==> config.mk <==
export PLATFORM = sky130hd
export DESIGN_NAME = ea_gen
export DESIGN_NICKNAME = d
export VERILOG_FILES = /design/src/rtl/ea_gen_pkg.sv /design/src/rtl/ea_regsel.sv /design/src/rtl/ea_opmux.sv /design/src/rtl/ea_adder.sv /design/src/rtl/ea_ctrl.sv /design/src/rtl/ea_gen.sv
export SDC_FILE = /design/constraint.sdc
export NUM_CORES = 1
export LEC_CHECK = 0
export ABC_AREA = 1
export BUFFER_PORTS_ARGS = -buffer_cell sky130_fd_sc_hd__buf_2
export CORE_MARGIN = 3
export CORE_UTILIZATION = 48
export DETAILED_ROUTE_END_ITERATION = 10
export PLACE_DENSITY = 0.81
export SLEW_MARGIN = 20
export SYNTH_ARGS = -nofsm -noshare
export SYNTH_HDL_FRONTEND = slang
export SYNTH_SLANG_ARGS = --single-unit
==> constraint.sdc <==
create_clock -name clk -period 2.7 [get_ports clk]
set_input_delay 0.27 -clock clk [delete_from_list [all_inputs] [get_ports clk]]
set_output_delay 0.27 -clock clk [all_outputs]
set_load 0.05 [all_outputs]
==> src/rtl/ea_gen_pkg.sv <==
`timescale 1ns/1ps
package ea_gen_pkg;

    typedef enum logic [1:0] {
        EM_BASE_DISP  = 2'b00,
        EM_BASE_INDEX = 2'b01,
        EM_IC_REL     = 2'b10,
        EM_RESERVED   = 2'b11
    } ea_mode_e;

    typedef enum logic {
        ST_IDLE    = 1'b0,
        ST_PRESENT = 1'b1
    } ea_state_e;

endpackage

==> src/rtl/ea_regsel.sv <==
`timescale 1ns/1ps
module ea_regsel #(
    parameter int REG_AW   = 4,
    parameter int BASE_FW  = 2,
    parameter int BASE_OFS = 12
) (
    input  logic [BASE_FW-1:0] base_fld,
    input  logic [REG_AW-1:0]  index_fld,
    output logic [REG_AW-1:0]  base_addr,
    output logic [REG_AW-1:0]  index_addr,
    output logic               index_en
);
    localparam int PAD_W = REG_AW - BASE_FW;
    localparam logic [REG_AW-1:0] OFS = REG_AW'(BASE_OFS);

    // Base register number is the short field shifted up by the fixed offset.
    assign base_addr  = {{PAD_W{1'b0}}, base_fld} + OFS;
    assign index_addr = index_fld;
    // Register 0 never serves as an index.
    assign index_en   = (index_fld != '0);
endmodule

==> src/rtl/ea_opmux.sv <==
`timescale 1ns/1ps
module ea_opmux
    import ea_gen_pkg::*;
#(
    parameter int ADDR_W = 16,
    parameter int DISP_W = 8
) (
    input  ea_mode_e            mode,
    input  logic                index_en,
    input  logic [DISP_W-1:0]   disp,
    input  logic [ADDR_W-1:0]   icount,
    input  logic [ADDR_W-1:0]   base_data,
    input  logic [ADDR_W-1:0]   index_data,
    output logic [ADDR_W-1:0]   opnd_a,
    output logic [ADDR_W-1:0]   opnd_b
);
    localparam int EXT_W = ADDR_W - DISP_W;

    logic [ADDR_W-1:0] disp_zx;
    logic [ADDR_W-1:0] disp_sx;

    assign disp_zx = {{EXT_W{1'b0}}, disp};
    assign disp_sx = {{EXT_W{disp[DISP_W-1]}}, disp};

    always_comb begin
        unique case (mode)
            EM_BASE_DISP: begin
                opnd_a = base_data;
                opnd_b = disp_zx;
            end
            EM_BASE_INDEX: begin
                opnd_a = base_data;
                opnd_b = index_en ? index_data : disp_zx;
            end
            EM_IC_REL: begin
                opnd_a = icount;
                opnd_b = disp_sx;
            end
            EM_RESERVED: begin
                opnd_a = '0;
                opnd_b = '0;
            end
        endcase
    end
endmodule

==> src/rtl/ea_adder.sv <==
`timescale 1ns/1ps
module ea_adder #(
    parameter int ADDR_W = 16
) (
    input  logic [ADDR_W-1:0] a,
    input  logic [ADDR_W-1:0] b,
    output logic [ADDR_W-1:0] sum
);
    // Modulo sum: the carry out of the top bit is not kept.
    assign sum = a + b;
endmodule

==> src/rtl/ea_ctrl.sv <==
`timescale 1ns/1ps
module ea_ctrl
    import ea_gen_pkg::*;
#(
    parameter int ADDR_W = 16
) (
    input  logic              clk,
    input  logic              rst,
    input  logic              req_valid,
    input  ea_mode_e          mode,
    input  logic [ADDR_W-1:0] sum,
    output logic [ADDR_W-1:0] ea,
    output logic              ea_valid
);
    ea_state_e         state_q, state_d;
    logic              accept;
    logic [ADDR_W-1:0] ea_q;

    assign accept = req_valid && (mode != EM_RESERVED);

    // Next-state decision.
    always_comb begin
        unique case (state_q)
            ST_IDLE:    state_d = accept ? ST_PRESENT : ST_IDLE;
            ST_PRESENT: state_d = accept ? ST_PRESENT : ST_IDLE;
        endcase
    end

    // State register.
    always_ff @(posedge clk) begin
        if (rst) state_q <= ST_IDLE;
        else     state_q <= state_d;
    end

    // Address register, loaded on every accepted request.
    always_ff @(posedge clk) begin
        if (rst)         ea_q <= '0;
        else if (accept) ea_q <= sum;
    end

    // Outputs.
    always_comb begin
        ea_valid = (state_q == ST_PRESENT);
        ea       = ea_q;
    end
endmodule

==> src/rtl/ea_gen.sv <==
`timescale 1ns/1ps
module ea_gen
    import ea_gen_pkg::*;
#(
    parameter int ADDR_W   = 16,
    parameter int DISP_W   = 8,
    parameter int REG_AW   = 4,
    parameter int BASE_FW  = 2,
    parameter int BASE_OFS = 12
) (
    input  logic              clk,
    input  logic              rst,
    input  logic              req_valid,
    input  logic [1:0]        req_mode,
    input  logic [BASE_FW-1:0] base_fld,
    input  logic [REG_AW-1:0] index_fld,
    input  logic [DISP_W-1:0] disp,
    input  logic [ADDR_W-1:0] icount,
    output logic [REG_AW-1:0] rd_base_addr,
    output logic [REG_AW-1:0] rd_index_addr,
    input  logic [ADDR_W-1:0] rd_base_data,
    input  logic [ADDR_W-1:0] rd_index_data,
    output logic [ADDR_W-1:0] ea,
    output logic              ea_valid
);
    ea_mode_e          mode;
    logic              index_en;
    logic [ADDR_W-1:0] opnd_a, opnd_b, sum;

    assign mode = ea_mode_e'(req_mode);

    ea_regsel #(
        .REG_AW(REG_AW), .BASE_FW(BASE_FW), .BASE_OFS(BASE_OFS)
    ) u_regsel (
        .base_fld  (base_fld),
        .index_fld (index_fld),
        .base_addr (rd_base_addr),
        .index_addr(rd_index_addr),
        .index_en  (index_en)
    );

    ea_opmux #(
        .ADDR_W(ADDR_W), .DISP_W(DISP_W)
    ) u_opmux (
        .mode      (mode),
        .index_en  (index_en),
        .disp      (disp),
        .icount    (icount),
        .base_data (rd_base_data),
        .index_data(rd_index_data),
        .opnd_a    (opnd_a),
        .opnd_b    (opnd_b)
    );

    ea_adder #(.ADDR_W(ADDR_W)) u_adder (
        .a  (opnd_a),
        .b  (opnd_b),
        .sum(sum)
    );

    ea_ctrl #(.ADDR_W(ADDR_W)) u_ctrl (
        .clk      (clk),
        .rst      (rst),
        .req_valid(req_valid),
        .mode     (mode),
        .sum      (sum),
        .ea       (ea),
        .ea_valid (ea_valid)
    );
endmodule

==> metrics.txt <==
Slew Limit Fails=0; Area contributors post-synth=nand2_1 (18%), dfxtp_1 (17%), inv_1 (11%); setup violators final=0; top-area cell type share of the netlist area=0.1811; fill count=399; max_cap viols=0; WL final=5230 µm; total congestion overflow=0; H-tree Lvls=1; Design Area, Final=0.002497 mm²; GRT Util Overall=0.2196; Starting Density=0.5040; Post CTS Setup Buffer Count=0; hold path start=req_valid; worst skew pair latency=0.24 ns; row cnt=23; unrepaired setup endpoints after global routing=false; area grow syn2layout=22.98%; cell taking the most area after synthesis=nand2_1; most common cell after layout, fill and taps aside=nand2_1; CP cell instances=buf_2, nor2_1, nand2_1, o21ai_0, a32o_1, ha_1, inv_1, fa_1, inv_1, nand3_1, nand3_1, a21oi_1, or2_2, nand3_1, nand2_1, inv_1; NumNets Final=511; clock tree sinks=17; die span in x=71.05 µm; Initial DRC Count=127; WHS=0.3114 ns; antenna viol nets, final=0; Seq/Total Area, Yosys=0.1676; share of layout cells above drive strength 1=0.2436; TritonCTS buffer count=3; largest net degree at the start of global routing=30; Synth Area in Compound Gates=0.1762; most frequent cells in the layout=nand2_1 (98), buf_2 (85), inv_1 (58), nor2_1 (40), nand3_1 (33); Post-route DRC=0; status=complete, no violations; Synth Register Bits=17; Worst Path Buf+Inv=4; vias=2356; crit-path max FO=5; Req. time, crit path=2.90 ns; Worst EP arrival=2.44 ns; adder-cell share of the synthesized area=0.1023; mux contribution to synthesized area=0; post-DR wirelength/cell=10.96 µm; Post-CTS Hold Fix Bufs=0; Crit. End Element=register; first drt pass iteration count=4; Worst R2R End=u_ctrl.ea[3]; max_slew headroom=0.6608; main combinational cell family by area after synthesis=simple AND/OR/NAND/NOR gates; worst flop-to-flop path startpoint=u_ctrl.ea[3]; Hold WC Path Type=in -> reg; CTS root buffer=clkbuf_8; Post-Synth XOR/XNOR Area=0.01294; Setup TNS Final=0 ns; post-cts resize count=0; Fin Clk Skew=0 ns; Avg Cell Area, Syn=5.835 µm²; Worst Hold End=u_ctrl.ea_valid; CP startpoint=index_fld[1]; Port Buffer Count=85; n_diodes=0; Distinct cells, synth=32; die area=0.005047 mm²; Tcrit/Tclk final=0.8319; Max Freq=445.2 MHz; initial antenna violation count=0; Worst Reg-to-Reg Cells=4; vias per std cell=4.939; critical path's slowest cell=fa_1; Area after DPL=0.002452 mm²; worst slack at placement=0.2102 ns; die height=71.05 µm; Crit path max-delay family=simple AND/OR/NAND/NOR gates; Tot Pwr=976.5 µW; Hold Crit Depth=3; Slew @ Worst Pin=0.5080 ns; simple-gate share of the synthesized area=0.3715; min Tclk post-route=2.246 ns; IO Count=92; wire length of the first global-routing pass=9328 µm; CTS tree=yes; Final WS setup=0.4539 ns; type of the worst setup path=in -> reg; Synth Instances=348; Synth Cell Area=0.002031 mm²; final hold violations=0; Worst-path clk slew=0.06 ns; CP startpoint kind=input pin; gpl congestion=0.9145; VDD IR-drop max=0.1426 mV; pwr/cell area=391.0 mW/mm²; vias in the first global route=2149; Leakage=1.562 nW; Yosys warning count=0; reg2reg setup slack=2.04 ns; hpwl dp=4505 µm; core area=0.004029 mm²; max incr delay on CP=0.40 ns; clock buffer depth=2
layer usage:
| metal | GRT usage | vias to the layer above | wire, µm | share of wire |
|---|---|---|---|---|
| met1 | 0.2949 | 995 | 2476 | 0.47 |
| met4 | 0.06681 | 0 | 89 | 0.017 |
| met2 | 0.3718 | 86 | 2332 | 0.45 |
| li1 | - | 1267 | - | - |
| met3 | 0.01989 | 8 | 331 | 0.063 |
| met5 | 0 | - | 0 | 0 |
worst register-to-register path: cells and delay by family, from the launching register on:
| kind | cells | cell delay [ns] |
|---|---|---|
| AOI/OAI and AO/OA | 1 | 0.07 |
| buffers and inverters | 1 | 0.04 |
| DFF | 1 | 0.31 |
| and+or+nand+nor | 2 | 0.14 |
cell type report:
cell class | count | area (µm²) | share of cell area
multi-input combinational | 254 | 1354 | 0.5421
timing repair buffer | 90 | 462.9 | 0.1854
sequential | 17 | 340.3 | 0.1363
inverter | 62 | 232.7 | 0.09319
tap | 50 | 62.56 | 0.02505
clock buffer | 4 | 45.04 | 0.01804
logic make-up after synthesis:
logic type,Yosys count
buf+inv,78
simple gates,182
compound gates,51
xor+xnor,3
other cells,1
flops,17
fa+ha+maj,16
worst max path at each step:
stage | to | cells past startpoint | slack (ns)
after CTS | u_ctrl.ea[8] | 16 | 0.45
after detailed placement | u_ctrl.ea[8] | 16 | 0.21
after global placement | u_ctrl.ea[8] | 16 | 0.26
final | u_ctrl.ea[8] | 16 | 0.45
after global routing | u_ctrl.ea[8] | 16 | 0.18
after floorplan | u_ctrl.ea[8] | 15 | 0.36
sequential cells by signal, summed over array words and instances (netlist names):
register and cells:
u_ctrl.ea 16, u_ctrl.ea_valid 1
synth_stat cells (all sizes together):
master,count
conb,1
or2,3
xor2,2
o211ai,3
a21oi,15
nand3b,1
inv,62
o21ai,14
o22ai,1
a32o,4
nor2,41
nand4,2
dfxtp,17
buf,13
a22o,14
fa,1
nand3,33
ha,15
nand2,99
nor3,3
clkbuf,3
xnor2,1
power breakdown:
group | internal [mW] | switching (mW)
registers | 0.275 | 0.0101
logic | 0.177 | 0.332
clock network | 0.104 | 0.0789
through the flow:
| stage | instances | utilization |
|---|---|---|
| 2_1_floorplan | 349 | - |
| 3_3_place_gp | 473 | 0.6087 |
| 3_5_place_dp | 473 | 0.6087 |
| 4_1_cts | 477 | 0.6199 |
| 5_1_grt | 477 | 0.6199 |
| 6_report | 477 | 0.6199 |
No activity file was read; power rests on OpenSTA's default activity.
